### src/rtl/mbx_pkg.sv
package mbx_pkg;
  localparam int DATA_W  = 32;
  localparam int ADDR_W  = 12;
  localparam int STAT_W  = 4;
  localparam int NUM_CPU = 2;
  localparam int ID_NUM  = 12;
  localparam int ID_IDX_W = $clog2(ID_NUM);
  localparam int ID_FIRST_WORD = 'h3F4;   // word address of the first ID word

  typedef enum logic [1:0] {
    KIND_STAT = 2'd0,
    KIND_SET  = 2'd1,
    KIND_CLR  = 2'd2,
    KIND_NONE = 2'd3
  } reg_kind_e;

  typedef struct packed {
    logic                is_cpu;
    logic                cpu;
    reg_kind_e           kind;
    logic                is_id;
    logic [ID_IDX_W-1:0] id_idx;
  } dec_t;

  function automatic logic [7:0] id_byte(input logic [ID_IDX_W-1:0] idx);
    case (idx)
      4'd0:    return 8'h04;
      4'd4:    return 8'h56;
      4'd5:    return 8'hB8;
      4'd6:    return 8'h0B;
      4'd8:    return 8'h0D;
      4'd9:    return 8'hF0;
      4'd10:   return 8'h05;
      4'd11:   return 8'hB1;
      default: return 8'h00;
    endcase
  endfunction
endpackage

### src/rtl/mbx_decode.sv
module mbx_decode
  import mbx_pkg::*;
#(
  parameter int AW = ADDR_W
) (
  input  logic [AW-1:0] addr,
  output dec_t          dec
);
  localparam int WORD_W = AW - 2;
  logic [WORD_W-1:0] word;
  logic [WORD_W-1:0] id_off;
  logic              aligned;

  assign word    = addr[AW-1:2];
  assign aligned = (addr[1:0] == 2'b00);
  assign id_off  = word - WORD_W'(ID_FIRST_WORD);

  always_comb begin
    dec        = '0;
    dec.kind   = KIND_NONE;
    dec.cpu    = addr[4];
    dec.id_idx = id_off[ID_IDX_W-1:0];
    if (aligned && (addr[AW-1:5] == '0) && (addr[3:2] != 2'b11)) begin
      dec.is_cpu = 1'b1;
      dec.kind   = reg_kind_e'(addr[3:2]);
    end
    if (aligned && (word >= WORD_W'(ID_FIRST_WORD)) &&
        (id_off < WORD_W'(ID_NUM)))
      dec.is_id = 1'b1;
  end
endmodule

### src/rtl/mbx_cell.sv
module mbx_cell
  import mbx_pkg::*;
#(
  parameter int SW = STAT_W
) (
  input  logic          clk,
  input  logic          rst_n,
  input  logic          set_en,
  input  logic          clr_en,
  input  logic [SW-1:0] bits,
  output logic [SW-1:0] status,
  output logic          irq
);
  logic [SW-1:0] status_nx;

  always_comb begin
    status_nx = status;
    if (set_en) status_nx = status | bits;
    if (clr_en) status_nx = status & ~bits;
  end

  always_ff @(posedge clk or negedge rst_n) begin
    if (!rst_n) begin
      status <= '0;
      irq    <= 1'b0;
    end else begin
      status <= status_nx;
      irq    <= |status_nx;
    end
  end
endmodule

### src/rtl/dbell_mailbox.sv
module dbell_mailbox
  import mbx_pkg::*;
(
  input  logic              clk,
  input  logic              rst_n,
  input  logic              psel,
  input  logic              penable,
  input  logic              pwrite,
  input  logic [ADDR_W-1:0] paddr,
  input  logic [DATA_W-1:0] pwdata,
  output logic [DATA_W-1:0] prdata,
  output logic              pready,
  output logic              pslverr,
  output logic              irq_p0,
  output logic              irq_p1
);
  dec_t              dec;
  logic              wr_acc;
  logic [STAT_W-1:0] stat [NUM_CPU];
  logic [NUM_CPU-1:0] irq_v;
  logic              unused_wdata_hi;

  assign wr_acc          = psel & penable & pwrite;
  assign unused_wdata_hi = ^pwdata[DATA_W-1:STAT_W];

  mbx_decode #(.AW(ADDR_W)) u_dec (.addr(paddr), .dec(dec));

  for (genvar g = 0; g < NUM_CPU; g++) begin : g_cpu
    logic hit;
    assign hit = wr_acc & dec.is_cpu & (dec.cpu == g[0]);
    mbx_cell #(.SW(STAT_W)) u_cell (
      .clk    (clk),
      .rst_n  (rst_n),
      .set_en (hit & (dec.kind == KIND_SET)),
      .clr_en (hit & (dec.kind == KIND_CLR)),
      .bits   (pwdata[STAT_W-1:0]),
      .status (stat[g]),
      .irq    (irq_v[g])
    );
  end

  always_comb begin
    prdata = '0;
    if (dec.is_cpu && dec.kind == KIND_STAT)
      prdata[STAT_W-1:0] = stat[dec.cpu];
    else if (dec.is_id)
      prdata[7:0] = id_byte(dec.id_idx);
  end

  assign pready  = 1'b1;
  assign pslverr = 1'b0;
  assign irq_p0  = irq_v[0];
  assign irq_p1  = irq_v[1];
endmodule

### config.mk
export PLATFORM = sky130hd
export DESIGN_NAME = dbell_mailbox
export DESIGN_NICKNAME = d
export VERILOG_FILES = /design/src/rtl/mbx_pkg.sv /design/src/rtl/mbx_decode.sv /design/src/rtl/mbx_cell.sv /design/src/rtl/dbell_mailbox.sv
export SDC_FILE = /design/constraint.sdc
export NUM_CORES = 1
export LEC_CHECK = 0
export BUFFER_PORTS_ARGS = -buffer_cell sky130_fd_sc_hd__buf_2
export CORE_UTILIZATION = 30
export DETAILED_ROUTE_END_ITERATION = 10
export GPL_TIMING_DRIVEN = 0
export SKIP_CTS_REPAIR_TIMING = 1
export SYNTH_ARGS = -nofsm -noshare
export SYNTH_HDL_FRONTEND = slang
export SYNTH_SLANG_ARGS = --single-unit
### constraint.sdc
create_clock -name clk -period 3.7 [get_ports clk]
set_input_delay 0.185 -clock clk [delete_from_list [all_inputs] [get_ports clk]]
set_output_delay 0.185 -clock clk [all_outputs]
set_load 0.01 [all_outputs]
==> impl_metrics.json <==
{
  "synth_seq_cells": 10,
  "drtIter0Drc": 41,
  "slew_violations": 0,
  "finalPower_uw": 261.1,
  "power.leakage_uw": 0.0007058,
  "crit_slowest_cell": "or4_4",
  "antenna_found_initial": 0,
  "rrSetupSlack_ns": 2.21,
  "mostFrequentLayoutCells": "buf_2, buf_4, conb_1",
  "clk-insertion-delay-late_ns": 0.25,
  "tightest_slew_ns": 0.5504,
  "cp.buffers_inverters": 1,
  "reg2reg_from": "g_cpu[1].u_cell.status[2]$_DFF_PN0_",
  "routedWlPerCell_microns": 11.24,
  "vias_per_cell": 4.447,
  "firstDrtPassIters": 3,
  "root_buffer": "clkbuf_4",
  "start_util": 0.3155,
  "grt_setup_unrepaired": "no",
  "hold_viol_final": 0,
  "synthToLayoutAreaGrowth_pct": 31.13,
  "crit_fanout": 10,
  "worstRegToRegCells": 3,
  "numCtsBuffers": 3,
  "grt_max_degree": 11,
  "pre_cts_ws_ns": 1.067,
  "fmaxAchievable_mhz": 423.8,
  "layout_worst_path_cycle_share": 0.6377,
  "ys_types": 30,
  "regArea_sq_um": 250.2,
  "setup_tns_ns": 0,
  "critical_path.reg2reg.endpoint": "g_cpu[1].u_cell.irq$_DFF_PN0_",
  "endpoint_kind": "flip-flop",
  "clock_path_buffers": 2,
  "vias": 974,
  "critPathTopFamily": "simple AND/OR/NAND/NOR gates",
  "wl_microns": 2461,
  "multi_input_area_sq_um": 675.6,
  "syn-cell-area_sq_mm": 0.001061,
  "die_h_microns": 61.47,
  "synth_ff_type": "dfrtp_1",
  "n_antenna_cell": 0,
  "cts.clk_slew.worst_paths_ns": 0.06,
  "die_w_microns": 61.47,
  "cp_data_arrival_time_ns": 2.48,
  "synth_edf_count": 0,
  "final_core_util": 0.4137,
  "crit_required_ns": 3.82,
  "worstSetupEndpoint": "g_cpu[0].u_cell.irq$_DFF_PN0_",
  "final_common_cell": "buf_2",
  "critPathLaunchType": "input port",
  "io_buffers": 30,
  "finalWeightedCongestion": 0.7879,
  "max_cap_viol_count": 0,
  "critPathMaxStageDelay_ns": 0.57,
  "fin_nets": 231,
  "startpoint": "paddr[2]",
  "min_path_type": "in -> async",
  "cp.depth": 7,
  "cts_tree": "built",
  "pin_count": 85,
  "fill_cells": 349,
  "async_flop_share": 1.000,
  "critPathKind": "in -> reg",
  "syn_avg_cell_area_sq_um": 9.226,
  "dp_hpwl_microns": 2031,
  "grt_pass1_vias": 908,
  "ys_seq_area_frac": 0.2358,
  "core_area_sq_mm": 0.003363,
  "relSlewSlack": 0.6327,
  "htree_num_levels": 1,
  "period_minus_slack_ns": 2.360,
  "ant_nets": 0,
  "grt_pass1_wl_microns": 4008,
  "setup_ws_ns": 1.340,
  "overflow": 0,
  "skew_ns": 0.002229,
  "worstPathCellList": "buf_2 -> ha_1 -> or4_4 -> nor4_4 -> a21boi_1 -> a221o_1 -> or4_1",
  "syn-instance-count": 115,
  "ys_warn_count": 0,
  "die_area_sq_mm": 0.003779,
  "drc": 0,
  "irDropWorstVdd_mv": 0.1326,
  "power_density_mw_per_mm2": 187.7,
  "track_usage": 0.1457,
  "drive_above_1_share": 0.3757,
  "fp-row-count": 21,
  "setup_viol": 0,
  "status": "finished, final reports clean",
  "cts.sinks": 10
}
[worst reg2reg max path, cell delays in order, from the launching register on]
cell	delay, ns
dfrtp_1	0.40
a21boi_1	0.13
a221o_1	0.29
or4_1	0.53
[logic make-up (layout without fill, tap and decap cells)]
| kind of cell | count (synthesis) | count (layout) | share of synthesized area |
|---|---|---|---|
| buffers and inverters | 33 | 67 | 0.2123 |
| AOI/OAI and AO/OA | 28 | 28 | 0.2087 |
| DFF | 10 | 10 | 0.2358 |
| other | 2 | 26 | 0.007078 |
| muxes | 4 | 4 | 0.03774 |
| adders and majority gates | 7 | 7 | 0.08254 |
| and+or+nand+nor | 31 | 31 | 0.2158 |
[layer usage]
layer  vias up  part of all wire  GRT usage  wire (microns)
li1        496                 -          -               -
met1       440              0.44     0.1667            1090
met2        36              0.50     0.2780            1233
met3         2             0.052    0.01261             128
met4         0            0.0033    0.05714               8
met5         -                 0          0               0
[final cells by class]
class	count	share of cell area
sequential	10	0.1799
multi-input combinational	96	0.4856
inverter	4	0.01079
timing repair buffer	31	0.1151
clock buffer	3	0.01619
tap	46	0.04137
buffer	29	0.1511
[how the worst min path moves through the flow]
stage | to | from | slack, ns | depth (start not counted)
floorplan | g_cpu[0].u_cell.irq$_DFF_PN0_ | rst_n | -0.11 | 0
global placement | g_cpu[0].u_cell.irq$_DFF_PN0_ | rst_n | 0.04 | 1
detailed placement | g_cpu[0].u_cell.irq$_DFF_PN0_ | rst_n | 0.05 | 1
CTS | g_cpu[1].u_cell.irq$_DFF_PN0_ | rst_n | -0.23 | 1
global route | g_cpu[0].u_cell.irq$_DFF_PN0_ | rst_n | 0.32 | 2
finish | g_cpu[0].u_cell.irq$_DFF_PN0_ | rst_n | 0.30 | 2
[stage by stage]
step,cells,cell area (sq um),hold slack [ns]
after floorplan,139,1151,-0.1106
after global placement,215,1359,0.04369
after detailed placement,215,1359,0.04628
after CTS,218,1381,-0.2340
after global routing,219,1391,0.3232
final,219,1391,0.3006
[state kept, by name, summed over array words and instances, names as in the netlist]
register and count:
g_cpu.u_cell.status 8, g_cpu.u_cell.irq 2
[synthesized netlist by cell type (all sizes together), types with 3 or more instances]
| library cell | n | area, sq um |
|---|---|---|
| a21boi | 8 | 60.06 |
| buf | 27 | 202.7 |
| inv | 4 | 15.01 |
| nor4 | 3 | 48.80 |
| mux2i | 4 | 40.04 |
| o22ai | 4 | 25.02 |
| a22oi | 5 | 37.54 |
| dfrtp | 10 | 250.2 |
| or4 | 4 | 37.53 |
| a221o | 8 | 80.08 |
| and2 | 4 | 25.02 |
| ha | 7 | 87.58 |
| nor2 | 9 | 33.78 |
[where the power goes]
part | internal (uW) | leakage (uW) | switching [uW]
clock | 37.3 | 0.0000138 | 32.1
sequential | 109 | 0.0000875 | 0.00267
combinational | 38.1 | 0.000605 | 44.2
total | 185 | 0.000706 | 76.4
No activity file was read; power rests on OpenSTA's default activity.
